==> src/rtl/pgw_pkg.sv <==
package pgw_pkg;

   // entry bit positions
   localparam int unsigned ENT_P = 0;
   localparam int unsigned ENT_W = 1;
   localparam int unsigned ENT_U = 2;

   // fault code bit positions
   localparam int unsigned FC_PROT = 0;
   localparam int unsigned FC_WR   = 1;
   localparam int unsigned FC_USR  = 2;

   typedef enum logic [1:0] {
      WK_IDLE = 2'd0,
      WK_DIR  = 2'd1,
      WK_TBL  = 2'd2
   } walk_state_t;

   function automatic logic access_denied(input logic wr_ok, input logic usr_ok,
                                          input logic is_wr, input logic is_usr);
      return (is_wr && !wr_ok) || (is_usr && !usr_ok);
   endfunction

   function automatic logic [2:0] fault_code(input logic is_usr, input logic is_wr,
                                             input logic prot);
      logic [2:0] c;
      c = '0;
      c[FC_PROT] = prot;
      c[FC_WR]   = is_wr;
      c[FC_USR]  = is_usr;
      return c;
   endfunction

endpackage

==> src/rtl/pgw_tlb.sv <==
module pgw_tlb #(
   parameter int unsigned VPN_W   = 20,
   parameter int unsigned PFN_W   = 20,
   parameter int unsigned ENTRIES = 4,
   localparam int unsigned PTR_W  = (ENTRIES > 1) ? $clog2(ENTRIES) : 1
) (
   input  logic             clk,
   input  logic             rst_n,
   input  logic             flush,
   input  logic [VPN_W-1:0] lk_vpn,
   output logic             lk_hit,
   output logic [PFN_W-1:0] lk_pfn,
   output logic             lk_w,
   output logic             lk_u,
   input  logic             fill_en,
   input  logic [VPN_W-1:0] fill_vpn,
   input  logic [PFN_W-1:0] fill_pfn,
   input  logic             fill_w,
   input  logic             fill_u
);

   logic [ENTRIES-1:0] vld;
   logic [ENTRIES-1:0] hit_vec;
   logic [ENTRIES-1:0] w_q;
   logic [ENTRIES-1:0] u_q;
   logic [VPN_W-1:0]   tag_q [ENTRIES];
   logic [PFN_W-1:0]   pfn_q [ENTRIES];
   logic [PTR_W-1:0]   ptr;

   for (genvar i = 0; i < ENTRIES; i++) begin : g_cmp
      assign hit_vec[i] = vld[i] && (tag_q[i] == lk_vpn);
   end

   assign lk_hit = |hit_vec;

   always_comb begin
      lk_pfn = '0;
      lk_w   = 1'b0;
      lk_u   = 1'b0;
      for (int i = 0; i < ENTRIES; i++) begin
         if (hit_vec[i]) begin
            lk_pfn = lk_pfn | pfn_q[i];
            lk_w   = lk_w | w_q[i];
            lk_u   = lk_u | u_q[i];
         end
      end
   end

   always_ff @(posedge clk) begin
      if (!rst_n) begin
         vld <= '0;
         ptr <= '0;
      end else if (flush) begin
         vld <= '0;
      end else if (fill_en) begin
         vld[ptr] <= 1'b1;
         ptr      <= (ptr == PTR_W'(ENTRIES - 1)) ? '0 : ptr + 1'b1;
      end
   end

   always_ff @(posedge clk) begin
      if (fill_en && !flush) begin
         tag_q[ptr] <= fill_vpn;
         pfn_q[ptr] <= fill_pfn;
         w_q[ptr]   <= fill_w;
         u_q[ptr]   <= fill_u;
      end
   end


   hit_onehot_chk: assert property (@(posedge clk) disable iff (!rst_n)
      $onehot0(hit_vec));


   flush_clears_chk: assert property (@(posedge clk) disable iff (!rst_n)
      flush |=> (vld == '0));

endmodule

==> src/rtl/pgw_walker.sv <==
module pgw_walker
   import pgw_pkg::*;
#(
   parameter int unsigned LIN_W     = 32,
   parameter int unsigned PAGE_BITS = 12,
   parameter int unsigned IDX_W     = 10,
   localparam int unsigned PFN_W    = LIN_W - PAGE_BITS
) (
   input  logic             clk,
   input  logic             rst_n,
   input  logic             paging_en,
   input  logic             base_load,
   input  logic [PFN_W-1:0] base_pfn_nxt,
   input  logic             req_valid,
   output logic             req_ready,
   input  logic [LIN_W-1:0] req_lin,
   input  logic             req_write,
   input  logic             req_user,
   input  logic             hit,
   input  logic [PFN_W-1:0] hit_pfn,
   input  logic             hit_w,
   input  logic             hit_u,
   output logic             fill_en,
   output logic [PFN_W-1:0] fill_vpn,
   output logic [PFN_W-1:0] fill_pfn,
   output logic             fill_w,
   output logic             fill_u,
   output logic             mem_rd_valid,
   output logic [LIN_W-1:0] mem_rd_addr,
   input  logic             mem_rd_ack,
   input  logic [LIN_W-1:0] mem_rd_data,
   output logic             rsp_valid,
   output logic [LIN_W-1:0] rsp_phys,
   output logic             rsp_fault,
   output logic [2:0]       rsp_fault_code,
   output logic [LIN_W-1:0] rsp_fault_addr
);

   walk_state_t      st;
   logic [LIN_W-1:0] cur_lin;
   logic             cur_wr;
   logic             cur_usr;
   logic [PFN_W-1:0] cur_base;
   logic [PFN_W-1:0] tbl_pfn;
   logic             tbl_w;
   logic             tbl_u;
   logic             stale;

   logic             ent_p;
   logic             ent_w;
   logic             ent_u;
   logic             ent_denied;
   logic [PFN_W-1:0] ent_pfn;
   logic [IDX_W-1:0] dir_idx;
   logic [IDX_W-1:0] tbl_idx;
   logic             unused_entbits;

   assign ent_p      = mem_rd_data[ENT_P];
   assign ent_w      = mem_rd_data[ENT_W];
   assign ent_u      = mem_rd_data[ENT_U];
   assign ent_pfn    = mem_rd_data[LIN_W-1:PAGE_BITS];
   assign ent_denied = access_denied(ent_w, ent_u, cur_wr, cur_usr);
   assign unused_entbits = ^mem_rd_data[PAGE_BITS-1:3];

   assign dir_idx = cur_lin[LIN_W-1 -: IDX_W];
   assign tbl_idx = cur_lin[PAGE_BITS+IDX_W-1 -: IDX_W];

   assign req_ready    = (st == WK_IDLE);
   assign mem_rd_valid = (st == WK_DIR) || (st == WK_TBL);
   assign mem_rd_addr  = (st == WK_DIR) ? {cur_base, dir_idx, 2'b00}
                                        : {tbl_pfn, tbl_idx, 2'b00};

   assign fill_en  = (st == WK_TBL) && mem_rd_ack && ent_p && !ent_denied
                     && !stale && !base_load;
   assign fill_vpn = cur_lin[LIN_W-1:PAGE_BITS];
   assign fill_pfn = ent_pfn;
   assign fill_w   = tbl_w & ent_w;
   assign fill_u   = tbl_u & ent_u;

   always_ff @(posedge clk) begin
      if (!rst_n) begin
         st             <= WK_IDLE;
         cur_lin        <= '0;
         cur_wr         <= 1'b0;
         cur_usr        <= 1'b0;
         cur_base       <= '0;
         tbl_pfn        <= '0;
         tbl_w          <= 1'b0;
         tbl_u          <= 1'b0;
         stale          <= 1'b0;
         rsp_valid      <= 1'b0;
         rsp_phys       <= '0;
         rsp_fault      <= 1'b0;
         rsp_fault_code <= '0;
         rsp_fault_addr <= '0;
      end else begin
         rsp_valid <= 1'b0;
         if (base_load && st != WK_IDLE) stale <= 1'b1;
         case (st)
            WK_IDLE: begin
               if (req_valid) begin
                  cur_lin  <= req_lin;
                  cur_wr   <= req_write;
                  cur_usr  <= req_user;
                  cur_base <= base_pfn_nxt;
                  stale    <= 1'b0;
                  if (!paging_en) begin
                     rsp_valid      <= 1'b1;
                     rsp_phys       <= req_lin;
                     rsp_fault      <= 1'b0;
                     rsp_fault_code <= '0;
                     rsp_fault_addr <= '0;
                  end else if (hit && !base_load) begin
                     rsp_valid <= 1'b1;
                     if (access_denied(hit_w, hit_u, req_write, req_user)) begin
                        rsp_phys       <= '0;
                        rsp_fault      <= 1'b1;
                        rsp_fault_code <= fault_code(req_user, req_write, 1'b1);
                        rsp_fault_addr <= req_lin;
                     end else begin
                        rsp_phys       <= {hit_pfn, req_lin[PAGE_BITS-1:0]};
                        rsp_fault      <= 1'b0;
                        rsp_fault_code <= '0;
                        rsp_fault_addr <= '0;
                     end
                  end else begin
                     st <= WK_DIR;
                  end
               end
            end
            WK_DIR: begin
               if (mem_rd_ack) begin
                  if (!ent_p || ent_denied) begin
                     rsp_valid      <= 1'b1;
                     rsp_phys       <= '0;
                     rsp_fault      <= 1'b1;
                     rsp_fault_code <= fault_code(cur_usr, cur_wr, ent_p);
                     rsp_fault_addr <= cur_lin;
                     st             <= WK_IDLE;
                  end else begin
                     tbl_pfn <= ent_pfn;
                     tbl_w   <= ent_w;
                     tbl_u   <= ent_u;
                     st      <= WK_TBL;
                  end
               end
            end
            WK_TBL: begin
               if (mem_rd_ack) begin
                  rsp_valid <= 1'b1;
                  st        <= WK_IDLE;
                  if (!ent_p || ent_denied) begin
                     rsp_phys       <= '0;
                     rsp_fault      <= 1'b1;
                     rsp_fault_code <= fault_code(cur_usr, cur_wr, ent_p);
                     rsp_fault_addr <= cur_lin;
                  end else begin
                     rsp_phys       <= {ent_pfn, cur_lin[PAGE_BITS-1:0]};
                     rsp_fault      <= 1'b0;
                     rsp_fault_code <= '0;
                     rsp_fault_addr <= '0;
                  end
               end
            end
            default: st <= WK_IDLE;
         endcase
      end
   end


   mem_hold_chk: assert property (@(posedge clk) disable iff (!rst_n)
      (mem_rd_valid && !mem_rd_ack) |=> (mem_rd_valid && $stable(mem_rd_addr)));


   bypass_no_read_chk: assert property (@(posedge clk) disable iff (!rst_n)
      (req_ready && req_valid && !paging_en) |=>
         (!mem_rd_valid && rsp_valid && !rsp_fault && rsp_phys == $past(req_lin)));


   fault_phys_zero_chk: assert property (@(posedge clk) disable iff (!rst_n)
      (rsp_valid && rsp_fault) |-> (rsp_phys == '0));


   dir_absent_stop_chk: assert property (@(posedge clk) disable iff (!rst_n)
      (st == WK_DIR && mem_rd_ack && !mem_rd_data[ENT_P]) |=>
         (req_ready && rsp_valid && rsp_fault && !rsp_fault_code[FC_PROT]));

endmodule

==> src/rtl/pgwalk_top.sv <==
module pgwalk_top #(
   parameter int unsigned LIN_W       = 32,
   parameter int unsigned PAGE_BITS   = 12,
   parameter int unsigned IDX_W       = 10,
   parameter int unsigned TLB_ENTRIES = 4,
   localparam int unsigned PFN_W      = LIN_W - PAGE_BITS
) (
   input  logic             clk,
   input  logic             rst_n,
   input  logic             paging_en,
   input  logic             base_load,
   input  logic [LIN_W-1:0] base_addr,
   input  logic             req_valid,
   output logic             req_ready,
   input  logic [LIN_W-1:0] req_lin,
   input  logic             req_write,
   input  logic             req_user,
   output logic             rsp_valid,
   output logic [LIN_W-1:0] rsp_phys,
   output logic             rsp_fault,
   output logic [2:0]       rsp_fault_code,
   output logic [LIN_W-1:0] rsp_fault_addr,
   output logic             mem_rd_valid,
   output logic [LIN_W-1:0] mem_rd_addr,
   input  logic             mem_rd_ack,
   input  logic [LIN_W-1:0] mem_rd_data
);

   if (LIN_W != PAGE_BITS + 2 * IDX_W || PAGE_BITS != IDX_W + 2) begin : g_bad_geom
      $error("pgwalk_top: address split must give two equal index fields of 4-byte entries");
   end

   logic [PFN_W-1:0] base_pfn;
   logic [PFN_W-1:0] base_pfn_nxt;
   logic             unused_base_low;

   logic             hit;
   logic [PFN_W-1:0] hit_pfn;
   logic             hit_w;
   logic             hit_u;
   logic             fill_en;
   logic [PFN_W-1:0] fill_vpn;
   logic [PFN_W-1:0] fill_pfn;
   logic             fill_w;
   logic             fill_u;

   assign unused_base_low = ^base_addr[PAGE_BITS-1:0];
   assign base_pfn_nxt    = base_load ? base_addr[LIN_W-1:PAGE_BITS] : base_pfn;

   always_ff @(posedge clk) begin
      if (!rst_n) base_pfn <= '0;
      else        base_pfn <= base_pfn_nxt;
   end

   if (TLB_ENTRIES > 0) begin : g_cache
      pgw_tlb #(
         .VPN_W   (PFN_W),
         .PFN_W   (PFN_W),
         .ENTRIES (TLB_ENTRIES)
      ) u_tlb (
         .clk      (clk),
         .rst_n    (rst_n),
         .flush    (base_load),
         .lk_vpn   (req_lin[LIN_W-1:PAGE_BITS]),
         .lk_hit   (hit),
         .lk_pfn   (hit_pfn),
         .lk_w     (hit_w),
         .lk_u     (hit_u),
         .fill_en  (fill_en),
         .fill_vpn (fill_vpn),
         .fill_pfn (fill_pfn),
         .fill_w   (fill_w),
         .fill_u   (fill_u)
      );
   end else begin : g_nocache
      assign hit     = 1'b0;
      assign hit_pfn = '0;
      assign hit_w   = 1'b0;
      assign hit_u   = 1'b0;
   end

   pgw_walker #(
      .LIN_W     (LIN_W),
      .PAGE_BITS (PAGE_BITS),
      .IDX_W     (IDX_W)
   ) u_walk (
      .clk            (clk),
      .rst_n          (rst_n),
      .paging_en      (paging_en),
      .base_load      (base_load),
      .base_pfn_nxt   (base_pfn_nxt),
      .req_valid      (req_valid),
      .req_ready      (req_ready),
      .req_lin        (req_lin),
      .req_write      (req_write),
      .req_user       (req_user),
      .hit            (hit),
      .hit_pfn        (hit_pfn),
      .hit_w          (hit_w),
      .hit_u          (hit_u),
      .fill_en        (fill_en),
      .fill_vpn       (fill_vpn),
      .fill_pfn       (fill_pfn),
      .fill_w         (fill_w),
      .fill_u         (fill_u),
      .mem_rd_valid   (mem_rd_valid),
      .mem_rd_addr    (mem_rd_addr),
      .mem_rd_ack     (mem_rd_ack),
      .mem_rd_data    (mem_rd_data),
      .rsp_valid      (rsp_valid),
      .rsp_phys       (rsp_phys),
      .rsp_fault      (rsp_fault),
      .rsp_fault_code (rsp_fault_code),
      .rsp_fault_addr (rsp_fault_addr)
   );

endmodule

==> config.mk <==
export PLATFORM = sky130hd
export DESIGN_NAME = pgwalk_top
export DESIGN_NICKNAME = d
export VERILOG_FILES = /design/src/rtl/pgw_pkg.sv /design/src/rtl/pgw_tlb.sv /design/src/rtl/pgw_walker.sv /design/src/rtl/pgwalk_top.sv
export SDC_FILE = /design/constraint.sdc
export NUM_CORES = 1
export LEC_CHECK = 0
export BUFFER_PORTS_ARGS = -buffer_cell sky130_fd_sc_hd__buf_4
export CAP_MARGIN = 30
export CORE_ASPECT_RATIO = 2
export CORE_MARGIN = 5
export CORE_UTILIZATION = 62
export CTS_BUF_LIST = sky130_fd_sc_hd__clkbuf_8
export DETAILED_ROUTE_END_ITERATION = 10
export PLACE_DENSITY_LB_ADDON = 0.1
export RECOVER_POWER = 50
export SLEW_MARGIN = 20
export SYNTH_ARGS = -nofsm -noshare
export SYNTH_HDL_FRONTEND = slang
export SYNTH_SLANG_ARGS = --single-unit
==> constraint.sdc <==
create_clock -name clk -period 9.85 [get_ports clk]
set_clock_uncertainty 0.1 [all_clocks]
set_input_delay 1.97 -clock clk [delete_from_list [all_inputs] [get_ports clk]]
set_output_delay 1.97 -clock clk [all_outputs]
set_load 0.03 [all_outputs]
==> results of run 1 <==
==> sequential cells by signal, summed over array words and instances (netlist names), 3 cells and up <==
| register | flops |
|---|---|
| g_cache.u_tlb.pfn_q | 80 |
| g_cache.u_tlb.tag_q | 80 |
| u_walk.cur_lin | 32 |
| u_walk.rsp_fault_addr | 32 |
| u_walk.rsp_phys | 32 |
| base_pfn | 20 |
| u_walk.cur_base | 20 |
| u_walk.tbl_pfn | 20 |
| g_cache.u_tlb.u_q | 4 |
| g_cache.u_tlb.vld | 4 |
| g_cache.u_tlb.w_q | 4 |
| u_walk.rsp_fault_code | 3 |
==> cell usage after synthesis (all sizes together), types with 27 or more instances <==
master	instances	share of area [%]
a21boi	57	2.9
a21oi	63	2.1
a221oi	46	3.9
buf	47	2.1
clkbuf	74	1.9
dfxtp	174	24
edfxtp	168	34
inv	32	0.82
mux2	31	2.4
nand2	158	4.0
nor2	53	1.4
nor2b	27	1.2
o211ai	41	2.1
o21ai	71	2.4
xnor2	66	3.9
==> per-stage QoR <==
stage	cells	instance area, sq um	setup WS (ns)	hold slack (ns)	utilization, %
floorplan	1302	14700	5.37	0.333	-
detailed placement	1670	16100	4.54	0.347	69.0
CTS	1754	17000	5.12	0.362	73.0
finish	1756	16700	4.87	0.359	71.7
global placement	1664	16000	4.19	0.343	68.5
global route	1756	16700	4.44	0.381	71.7
==> report_power, final <==
group	switching, mW	internal [mW]
clock network	0.525	0.566
registers	0.0499	1.56
logic	0.320	0.152
==> cell type report <==
type / count / share of cell area (%)
flip-flops and latches: 342 / 51.0
repair buffers: 207 / 7.93
inverters: 32 / 0.718
well taps: 283 / 2.12
clock buffers: 49 / 4.03
diodes: 1 / 0.0150
clock inverters: 35 / 1.49
multi-input cells: 807 / 32.7
==> routing by layer <==
layer / up-vias / wire length (um) / share of wire [%] / GRT usage, %
met3: 122 / 3160 / 7.6 / 5.15
met4: 0 / 2230 / 5.4 / 16.4
li1: 4973 / - / - / -
met2: 525 / 21700 / 52 / 53.8
met1: 5287 / 14300 / 35 / 35.2
met5: - / 0 / 0 / 0
==> logic make-up (layout without fill, tap and decap cells) <==
kind of cell,count (synthesis),count (layout),share of synthesized area (%)
xor gates and xnor gates,79,79,4.72
buffers and inverters,153,323,4.77
other,1,3,0.0256
DFF,342,342,58.1
AOI/OAI and AO/OA,339,339,17.1
and+or+nand+nor,326,326,10.8
adders and majority gates,8,8,0.682
muxes,53,53,3.88
==> final timing paths <==
kind                                startpoint                                 to  slack, ns
max                                  req_valid   u_walk.cur_base[11]$_SDFFE_PN0P_       4.87
min          g_cache.u_tlb.vld[3]$_SDFFE_PP0P_  g_cache.u_tlb.vld[3]$_SDFFE_PP0P_       0.36
max reg2reg          u_walk.st[0]$_SDFFE_PN0P_   u_walk.cur_base[11]$_SDFFE_PN0P_       5.61
min reg2reg  g_cache.u_tlb.vld[3]$_SDFFE_PP0P_  g_cache.u_tlb.vld[3]$_SDFFE_PP0P_       0.36
==> results.py, run 1 <==
metrics = {
    "clocking": {
        "holdBufCountCts": 0,
        "clk_latency_ns": 0.56,
        "cts_buffers": 45,
        "post_cts_buffers": 0,
        "cts_buffer_depth": 3,
        "clock-sinks": 342,
        "cts-root-buf": "clkbuf_8",
        "htreeDepth": 2,
        "cts_tree": "built",
        "clk_pin_slew_worst_paths_ns": 0.07,
        "cts_resized": 0,
    },
    "timing": {
        "fin_tns_setup_ns": 0,
        "finalCritPeriodShare_pct": 50.6,
        "rsz0062_at_grt": "false",
        "period_minus_slack_ns": 4.98,
        "setup_violations": 0,
        "slew_headroom_pct": -51.8,
        "slew_viol_final": 115,
        "max_freq_ghz": 0.201,
        "hold_viol": 0,
        "worstMarginPinSlew_ns": 2.28,
    },
    "setup_path": {
        "path_cells": "clkbuf_1 > and2_0 > clkbuf_1 > nand2_1 > o211a_1",
        "cp.required_ns": 10.20,
        "path_class": "input port to flip-flop",
        "crit_arrival_ns": 5.33,
        "endpoint_kind": "flip-flop",
        "path_common_cell": "clkbuf_1",
        "cp.depth": 5,
        "cp_max_fo": 53,
        "reg2reg_depth": 6,
        "cp-start-kind": "input port",
        "cpLargestDelayFamily": "buffers and inverters",
        "crit_buf_inv": 2,
        "critical_path.max_stage_delay_ns": 1.70,
        "slowest_stage": "clkbuf_1",
    },
    "global_route": {
        "grt_util_all_layers_pct": 30.4,
        "gr-total-overflow": 0,
        "grt_pass1_wl_um": 63600,
        "grt_max_degree": 111,
        "antenna_found_initial": 1,
        "grt_pass1_vias": 11100,
    },
    "yosys": {
        "synth.avg_cell_area_sq_um": 11.3,
        "synth_area_sq_um": 14700,
        "synthDistinctLibCells": 53,
        "synthFlopType": "dfxtp_1",
        "synthCells": 1301,
        "seq_area_frac_synth_pct": 58.1,
        "synth_edf_count": 168,
        "ys_ff_latch": 342,
        "synthArstFlopShare_pct": 0,
        "ys.warnings.count": 0,
    },
    "routing": {
        "routed_wl_um": 41400,
        "drt_iter0_markers": 887,
        "drc": 0,
        "drt-pass1-iter-count": 5,
        "vias_per_cell": 6.21,
        "antenna_left": 0,
        "wl_per_cell_um": 23.6,
        "route.vias.total": 10900,
    },
    "layout": {
        "nFillCells": 1755,
        "nets": 1547,
        "drive_gt1_share_pct": 17.6,
        "layout.area.seq_sq_um": 8530,
        "mostFrequentLayoutCell": "dfxtp_1",
        "layout_common_cells": "dfxtp_1, edfxtp_1, nand2_1",
        "synthToLayoutAreaGrowth_pct": 14.0,
        "multiInputGateArea_sq_um": 5480,
    },
    "placed_design": {
        "gp_congestion": 0.832,
        "port_buffers": 183,
        "hpwl_um": 27200,
    },
    "power_and_ir_drop": {
        "p_leak_nw": 6.24,
        "p_total_mw": 3.17,
        "cellPowerDensity_nw_per_um2": 189,
        "ir_drop_mv": 0.154,
    },
    "floorplan": {
        "die_y_um": 228,
        "die_x_um": 119,
        "row_count": 79,
        "start_util_pct": 62.9,
        "io_pins": 207,
        "core_area_sq_um": 23300,
        "dieArea_sq_um": 27000,
    },
    "run": {
        "maxCapViolations": 3,
    },
    "min_path": {
        "hold_depth": 1,
        "hold_class": "flip-flop to flip-flop",
    },
    "outcome": {
        "status": "complete, but fails checks",
        "violations": "capacitance limit, slew limit",
    },
}
No activity file was read; power rests on OpenSTA's default activity.
==> inputs of run 2 (changes only) <==
- CORE_UTILIZATION: 62 -> 54
- clock period: 9.85 -> 4.4 ns (I/O delays scaled with it)
==> run 2 against run 1 <==
The flow still finishes with violations (capacitance limit, slew limit); via count down 1.4%; flip-flop and latch count unchanged; utilization down 9.2 points; sequential share of layout area down 0.26 points; sequential power up 120%; first-iteration DRC count down 31%; total power up 120%.
==> results.py, run 2 (synthesis results as in run 1) <==
metrics = {
    "routing": {
        "antenna_left": 0,
        "drc": 0,
        "drt_iter0_markers": 610,
        "drt-pass1-iter-count": 5,
        "wl_per_cell_um": 22.6,
        "route.vias.total": 10800,
        "vias_per_cell": 5.87,
        "routed_wl_um": 41400,
    },
    "clocking": {
        "holdBufCountCts": 0,
        "cts_tree": "built",
        "cts_buffer_depth": 3,
        "cts_buffers": 47,
        "clk_latency_ns": 0.58,
        "htreeDepth": 2,
        "clock-sinks": 342,
        "post_cts_buffers": 0,
        "cts_resized": 0,
        "cts-root-buf": "clkbuf_8",
        "clk_pin_slew_worst_paths_ns": 0.06,
    },
    "timing": {
        "slew_headroom_pct": -108,
        "worstMarginPinSlew_ns": 3.13,
        "hold_slack_ns": 0.363,
        "fin_tns_setup_ns": 0,
        "setup_violations": 0,
        "hold_viol": 0,
        "finalCritPeriodShare_pct": 83.1,
        "period_minus_slack_ns": 3.66,
        "rsz0062_at_grt": "false",
        "max_freq_ghz": 0.273,
        "slew_viol_final": 77,
    },
    "placed_design": {
        "port_buffers": 183,
        "dpl.cell_count": 1745,
        "hpwl_um": 27800,
        "gp_congestion": 0.845,
    },
    "floorplan": {
        "start_util_pct": 54.5,
        "die_y_um": 243,
        "io_pins": 207,
        "core_area_sq_um": 26900,
        "die_x_um": 127,
        "dieArea_sq_um": 30800,
        "row_count": 85,
    },
    "layout": {
        "layout_common_cells": "dfxtp_1, edfxtp_1, nand2_1",
        "utilization_pct": 62.5,
        "synthToLayoutAreaGrowth_pct": 14.6,
        "drive_gt1_share_pct": 17.9,
        "nFillCells": 2306,
        "mostFrequentLayoutCell": "dfxtp_1",
        "fin_cells": 1832,
        "top_regs": "g_cache.u_tlb.pfn_q x80, g_cache.u_tlb.tag_q x80",
        "nets": 1558,
    },
    "setup_path": {
        "crit_arrival_ns": 4.08,
        "endpoint_kind": "flip-flop",
        "cp_max_fo": 77,
        "cp.required_ns": 4.82,
        "cp-start-kind": "input port",
        "path_class": "input port to flip-flop",
    },
    "global_route": {
        "grt_max_degree": 78,
        "antenna_found_initial": 1,
        "grt_pass1_vias": 10700,
        "gr-total-overflow": 0,
        "grt_util_all_layers_pct": 26.5,
        "grt_pass1_wl_um": 63000,
    },
    "outcome": {
        "status": "complete, but fails checks",
        "violations": "capacitance limit, slew limit",
    },
    "power_and_ir_drop": {
        "p_sw_share_pct": 28.2,
        "ir_drop_mv": 0.243,
        "cellPowerDensity_nw_per_um2": 421,
        "p_switching_mw": 2.00,
        "combPwrFrac_pct": 15.0,
        "p_leak_nw": 6.26,
        "p_int_mw": 5.08,
        "seqPwrFrac_pct": 50.7,
        "power.clock.fraction_pct": 34.4,
    },
    "run": {
        "maxCapViolations": 1,
    },
    "min_path": {
        "hold_class": "flip-flop to flip-flop",
    },
}
run 2: final timing paths:
path	to	slack (ns)	start	depth (start not counted)
setup / recovery	u_walk.cur_base[2]$_SDFFE_PN0P_	0.74	rst_n	4
hold reg to reg	u_walk.tbl_w$_SDFFE_PN0P_	0.36	u_walk.tbl_w$_SDFFE_PN0P_	2
setup reg to reg	g_cache.u_tlb.pfn_q[0][9]$_DFFE_PP_	1.18	u_walk.cur_usr$_SDFFE_PN0P_	5
hold / removal	u_walk.tbl_w$_SDFFE_PN0P_	0.36	u_walk.tbl_w$_SDFFE_PN0P_	2
run 2: area by class of cell:
type	instances	area [sq um]	area share [%]
sequential	342	8530	50.7
multi-input combinational	807	5470	32.5
timing repair buffer	216	1320	7.84
clock buffer	58	798	4.75
tap	348	435	2.59
clock inverter	28	148	0.878
inverter	32	120	0.714
antenna	1	2.50	0.0149
run 2: through the flow:
step	setup WS (ns)	instance area, sq um	total power, mW
2_1_floorplan	1.01	14700	4.36
4_1_cts	0.902	17200	7.22
5_1_grt	0.463	16800	7.38
6_report	0.743	16800	7.08
3_3_place_gp	0.628	16200	4.78
3_5_place_dp	0.531	16200	4.79
run 2: routing by layer:
layer  vias up  global-route usage [%]  routed length (um)
met5         -                       0                   0
met3        90                    4.53                2610
li1       4992                       -                   -
met4         0                    11.7                1680
met1      5246                    30.8               15200
met2       427                    47.3               21900
run 2: power groups by stage:
| stage | sequential [mW] | clock [mW] | combinational [mW] |
|---|---|---|---|
| finish | 3.59 | 2.43 | 1.06 |
| CTS | 3.59 | 2.49 | 1.14 |
| global placement | 3.66 | 0 | 1.13 |
| floorplan | 3.79 | 0 | 0.570 |
| detailed placement | 3.66 | 0 | 1.14 |
| global route | 3.60 | 2.64 | 1.14 |
run 2: worst max-delay path: stages:
cell and delay, ns:
clkbuf_1 2.16, buf_12 0.32, clkbuf_1 0.43, o211a_1 0.22
